===== src/rtl/wkp_pkg.sv =====
package wkp_pkg;

    typedef enum logic [1:0] {
        MODE_OFF  = 2'b00,
        MODE_LOW  = 2'b01,
        MODE_HIGH = 2'b10,
        MODE_PP   = 2'b11
    } chan_mode_e;

    typedef struct packed {
        logic drive;
        logic fb;
    } line_t;

    function automatic logic [1:0] pick_mode(input logic sel,
                                             input logic [1:0] m1,
                                             input logic [1:0] m2);
        return sel ? m2 : m1;
    endfunction

    function automatic logic in_window(input int unsigned w,
                                       input int unsigned lo,
                                       input int unsigned hi);
        return (w >= lo) && (w <= hi);
    endfunction

endpackage


===== src/rtl/wkp_sync.sv =====
module wkp_sync #(
    parameter int W = 2
) (
    input  logic         clk,
    input  logic         rst,
    input  logic [W-1:0] d,
    input  logic [W-1:0] init,
    output logic [W-1:0] q
);
    logic [W-1:0] stage1;
    logic [W-1:0] stage2;

    always_ff @(posedge clk) begin
        if (rst) begin
            stage1 <= init;
            stage2 <= init;
        end else begin
            stage1 <= d;
            stage2 <= stage1;
        end
    end

    assign q = stage2;
endmodule


===== src/rtl/wkp_width_meter.sv =====
module wkp_width_meter #(
    parameter int MIN_W = 4,
    parameter int MAX_W = 12
) (
    input  logic clk,
    input  logic rst,
    input  logic armed,
    input  logic rev,
    output logic accept
);
    localparam int CNT_W = $clog2(MAX_W + 2);
    localparam logic [CNT_W-1:0] SAT_C = CNT_W'(MAX_W + 1);

    logic [CNT_W-1:0] cnt;
    logic             end_evt;

    always_ff @(posedge clk) begin
        if (rst || !armed) begin
            cnt <= '0;
        end else if (rev) begin
            if (cnt != SAT_C) cnt <= cnt + 1'b1;
        end else begin
            cnt <= '0;
        end
    end

    assign end_evt = !rev && (cnt != '0);
    assign accept  = armed && end_evt &&
                     wkp_pkg::in_window(int'(cnt), MIN_W, MAX_W);

    // counter never passes the saturation value
    always_ff @(posedge clk) begin
        if (!rst) p_no_overflow_r4: assert (cnt <= SAT_C);
    end

    // accepted widths are never below the minimum
    p_min_width_r3: assert property (@(posedge clk) disable iff (rst)
        accept |-> (int'(cnt) >= MIN_W));
endmodule


===== src/rtl/wkp_sticky.sv =====
module wkp_sticky (
    input  logic clk,
    input  logic rst,
    input  logic set,
    input  logic clr,
    output logic flag
);
    always_ff @(posedge clk) begin
        if (rst)      flag <= 1'b0;
        else if (set) flag <= 1'b1;
        else if (clr) flag <= 1'b0;
    end

    // set wins over clear in the same cycle
    p_set_wins_r9: assert property (@(posedge clk) disable iff (rst)
        set |=> flag);

    // clear without set empties the flag
    p_clear_r9: assert property (@(posedge clk) disable iff (rst)
        (clr && !set) |=> !flag);

    // flag holds with no set and no clear
    p_hold_r10: assert property (@(posedge clk) disable iff (rst)
        (!clr && !set) |=> $stable(flag));
endmodule


===== src/rtl/wkp_detect_top.sv =====
module wkp_detect_top #(
    parameter int MIN_W = 4,
    parameter int MAX_W = 12
) (
    input  logic       clk,
    input  logic       rst,
    input  logic       det_en,
    input  logic       chan_sel,
    input  logic [1:0] ch1_mode,
    input  logic [1:0] ch2_mode,
    input  logic       ch1_drive,
    input  logic       ch2_drive,
    input  logic       outputs_off,
    input  logic       fb_in,
    input  logic       status_rd,
    output logic       req_status,
    output logic       diag_n
);
    import wkp_pkg::*;

    line_t      raw_line;
    line_t      sync_line;
    logic       rev;
    logic       armed;
    logic       accept;
    chan_mode_e sel_mode;

    assign raw_line.drive = chan_sel ? ch2_drive : ch1_drive;
    assign raw_line.fb    = fb_in;

    wkp_sync #(.W($bits(line_t))) u_sync (
        .clk  (clk),
        .rst  (rst),
        .d    (raw_line),
        .init ('0),
        .q    (sync_line)
    );

    assign rev      = sync_line.fb ^ sync_line.drive;
    assign sel_mode = chan_mode_e'(pick_mode(chan_sel, ch1_mode, ch2_mode));
    assign armed    = det_en && (sel_mode != MODE_OFF);

    wkp_width_meter #(.MIN_W(MIN_W), .MAX_W(MAX_W)) u_meter (
        .clk    (clk),
        .rst    (rst),
        .armed  (armed),
        .rev    (rev),
        .accept (accept)
    );

    wkp_sticky u_sticky (
        .clk  (clk),
        .rst  (rst),
        .set  (accept),
        .clr  (status_rd),
        .flag (req_status)
    );

    assign diag_n = ~req_status;

    // status cannot rise while detection is disabled
    p_disabled_r5: assert property (@(posedge clk) disable iff (rst)
        !det_en |=> !$rose(req_status));

    // status cannot rise while the selected mode is off
    p_mode_off_r7: assert property (@(posedge clk) disable iff (rst)
        (sel_mode == MODE_OFF) |=> !$rose(req_status));

    // acceptance takes effect even with outputs disabled
    p_outputs_off_r8: assert property (@(posedge clk) disable iff (rst)
        (accept && outputs_off) |=> req_status);

    // diagnostic pin mirrors the status inverted
    p_diag_r2: assert property (@(posedge clk) disable iff (rst)
        diag_n != req_status);
endmodule


===== config.mk =====
export PLATFORM = sky130hd
export DESIGN_NAME = wkp_detect_top
export DESIGN_NICKNAME = d
export VERILOG_FILES = /design/src/rtl/wkp_pkg.sv /design/src/rtl/wkp_sync.sv /design/src/rtl/wkp_width_meter.sv /design/src/rtl/wkp_sticky.sv /design/src/rtl/wkp_detect_top.sv
export SDC_FILE = /design/constraint.sdc
export NUM_CORES = 1
export LEC_CHECK = 0
export ABC_AREA = 1
export BUFFER_PORTS_ARGS = -buffer_cell sky130_fd_sc_hd__buf_2
export CORE_AREA = 2 2 39 41
export CTS_BUF_LIST = sky130_fd_sc_hd__clkbuf_8
export DETAILED_ROUTE_END_ITERATION = 8
export DIE_AREA = 0 0 41 43
export SKIP_LAST_GASP = 1
export SLEW_MARGIN = 10
export SYNTH_ARGS = -nofsm -noshare
export SYNTH_HDL_FRONTEND = slang
export SYNTH_SLANG_ARGS = --single-unit

===== constraint.sdc =====
create_clock -name clk -period 1 [get_ports clk]
set_input_delay 0.2 -clock clk [delete_from_list [all_inputs] [get_ports clk]]
set_output_delay 0.2 -clock clk [all_outputs]
set_load 0.02 [all_outputs]

==> metrics.md <==
| Metric | Value |
|---|---|
| Critical path required time | `approximately 1.1 ns` |
| Post-synth top area share | `between 30% and 40%` |
| Vias in the first global route | `410` |
| Setup crit start | `u_meter.cnt[1]` |
| Wire per inst | `7.87 um` |
| Register area share after synthesis | `between 30 and 40%` |
| Prevailing post-synth register cell | `dfxtp_1` |
| Max stage delay on crit path | `between 0.3 and 0.4 ns` |
| GP Congestion | `~0.65` |
| Area of the multi-input gates | `269 um^2` |
| First-pass GRT wire length | `1.43 mm` |
| Initial Utilization | `between 30% and 40%` |
| Final cell count without fillers | `between 100 and 150` |
| Die Span X | `roughly 40 um` |
| Min-delay src | `fb_in` |
| Total Wirelength | `~840 um` |
| Nets | `108` |
| Synthesized Nets | `86` |
| CTS root buffer | `clkbuf_8` |
| RSZ-0062 raised after global routing | `true` |
| Crit Path Category | `register to register` |
| # DRC | `0` |
| Worst slew pin tran | `about 0.19 ns` |
| Max Cap Violations | `0` |
| Final hold vios | `0` |
| Via count | `between 400 and 500` |
| Hold slack final | `0.171 ns` |
| Worst hold path class | `input pin to register` |
| CP Max Fanout | `4` |
| Post-Syn Area | `464 um^2` |
| Rows | `14` |
| Clock Path Buffers | `2` |
| CP delay by family, top | `flip-flops` |
| Die area | `between 1500 and 2000 um^2` |
| Fill cells | `about 130` |
| Startpoint types | `register` |
| Input/output buffers | `13` |
| Die Height | `~43 um` |
| Kind of end point of the critical path | `register` |
| DR pass1 iterations | `4` |
| Share of post-route cells with drive strength above 1 | `between 30% and 40%` |
| Dpl cells | `about 100` |
| Max-slew headroom | `87.3%` |
| Routed Antenna Nets | `0` |
| TritonCTS Sinks | `9` |
| Pin count of the biggest net entering global routing | `7` |
| Worst EP arrival | `1.12 ns` |
| Placed inst area | `around 570 um^2` |
| Slew Limit Fails | `0` |
| Clock Skew | `approximately 0.00045 ns` |
| Maximum vdd drop | `roughly 0.00067 V` |
| Reg-to-reg slack, setup | `-0.002 ns` |
| Number of buffers inserted by hold repair at cts | `0` |
| Vias per std cell | `a little over 4` |
| Synth unique cells | `12` |
| Synth warn | `0` |
| Count leader, synth | `inv_1` |
| DR iter-0 viols | `5` |
| Number of flops mapped to enable cells by yosys | `0` |
| Post-route cell area | `~700 um^2` |
| Dominant cells by area after synthesis | `dfxtp_1, inv_1, nor2_1` |
| Violated checks | `setup timing` |
| PwrDens | `1200 nW/um^2` |
| Leak | `approximately 0.35 nW` |
| Setup ws final | `-0.00198 ns` |
| Area Overhead vs Synth | `50.1%` |
| Fmax | `998 MHz` |
| Worst slack, placed | `-0.0363 ns` |
| Final setup viols | `1` |
| Tot GR Track Use | `between 10% and 20%` |
| Initial antenna violation count | `0` |
| DP HPWL | `roughly 660 um` |
| Tcrit/Tclk final | `100%` |
| Worst-path cell chain | `inv_4, ha_4, nand3_4, xor2_1, nor2_1` |
| Total congestion overflow | `0` |
| Worst path slowest cell | `dfxtp_2` |
| Skew-Pair Late Insertion Delay | `~0.23 ns` |
| Core area | `around 1400 um^2` |
| Min Tclk post-route | `1.00 ns` |
| I/O Pins | `15` |
| Register area | `188 um^2` |
| Origin of the critical flop-to-flop path | `u_meter.cnt[1]` |
| Area leader, netlist | `dfxtp_1` |
| Synth cell count leaders | `inv_1, nor2_1, nand2_1` |
| Yosys reg bits | `9` |
| WP buf/inv | `1` |
| Status | `finished with violations` |
| CTS Buf Count | `3` |
| CTS tree | `done` |
| CTS H-tree depth | `1` |
| Antenna Cells | `0` |
| Syn_area_per_cell | `around 6.6 um^2` |
| Worst-path clk slew | `approximately 0.040 ns` |
| Syn Inst Count | `70` |
| Async set-reset flop share out of synthesis | `0%` |
layer usage:
metal  global-route usage (%)  share of wire, %  vias up
met4                     10.0              0.59        0
met2                     20.9                51       15
li1                         -                 -      244
met1                     11.0                43      178
met3                     3.14               4.8        2
met5                        0                 0        -
cells in the final DEF (no fill, tap or decap):
cell type	synthesis	final
dfxtp_1	9	5
nand3_4	0	1
o21ai_2	0	1
nand2_1	13	12
ha_4	0	3
nand2_2	0	1
inv_4	0	2
dfxtp_4	0	1
nor2_2	0	2
a21oi_1	1	1
nand4_1	2	2
buf_6	0	1
buf_2	0	13
nor2_1	15	13
o21ai_0	1	1
clkbuf_8	0	3
nand3_1	3	3
dfxtp_2	0	3
buf_4	0	3
inv_2	0	1
xor2_1	2	2
inv_1	19	17
worst min-delay path, delay by kind of cell:
family	cells	cell delay (ns)
buffers and inverters	2	0.10
AND/OR/NAND/NOR	1	0.06
sequential cells by signal, indices dropped and copies added, names as in the netlist:
register / flops
u_meter.cnt: 4
u_sticky.flag: 1
u_sync.stage1: 2
u_sync.q: 2
worst paths after layout:
kind	to	depth (start not counted)
setup / recovery	u_meter.cnt[0]	5
hold / removal	u_sync.stage1[0]	3
hold reg to reg	u_sync.q[0]	2
setup reg to reg	u_meter.cnt[0]	5
repair_timing:
item | 4_1_cts | 5_1_grt
pin swaps | 5 | 9
gates resized for setup | 15 | 5
cloned | 0 | 0
setup endpoints to repair | 4 | 6
setup buffers | 1 | 0
area by class of cell:
| class | instances | share of cell area (%) |
|---|---|---|
| multi-input combinational | 42 | 38.6 |
| inverter | 19 | 11.0 |
| tap | 16 | 2.87 |
| sequential | 9 | 26.9 |
| clock inverter | 1 | 0.539 |
| clock buffer | 3 | 5.92 |
| timing repair buffer | 17 | 14.2 |
stage by stage:
| stage | TNS, ns | power [mW] | utilization [%] |
|---|---|---|---|
| after floorplan | 0 | 0.408 | - |
| after global placement | -0.0227 | 0.437 | 41.4 |
| after detailed placement | -0.0985 | 0.440 | 41.4 |
| after CTS | -0.0216 | 0.858 | 49.8 |
| after global routing | -0.112 | 0.894 | 50.4 |
| final | -0.00198 | 0.839 | 50.4 |
kinds of logic after synthesis:
| group | after synthesis | share of synthesized area, % |
|---|---|---|
| AO/OA/AOI/OAI | 3 | 3.23 |
| XOR/XNOR | 2 | 3.77 |
| adder cells (fa/ha/maj) | 3 | 8.09 |
| buffers and inverters | 19 | 15.4 |
| flip-flops | 9 | 38.8 |
| AND/OR/NAND/NOR | 34 | 30.7 |
report_power, final:
part / leakage (nW) / switching [mW] / internal (mW)
Clock: 0.0269 / 0.136 / 0.267
Sequential: 0.0758 / 0.00598 / 0.368
Combinational: 0.248 / 0.0301 / 0.0326
Power figures use the tool's default switching activity.
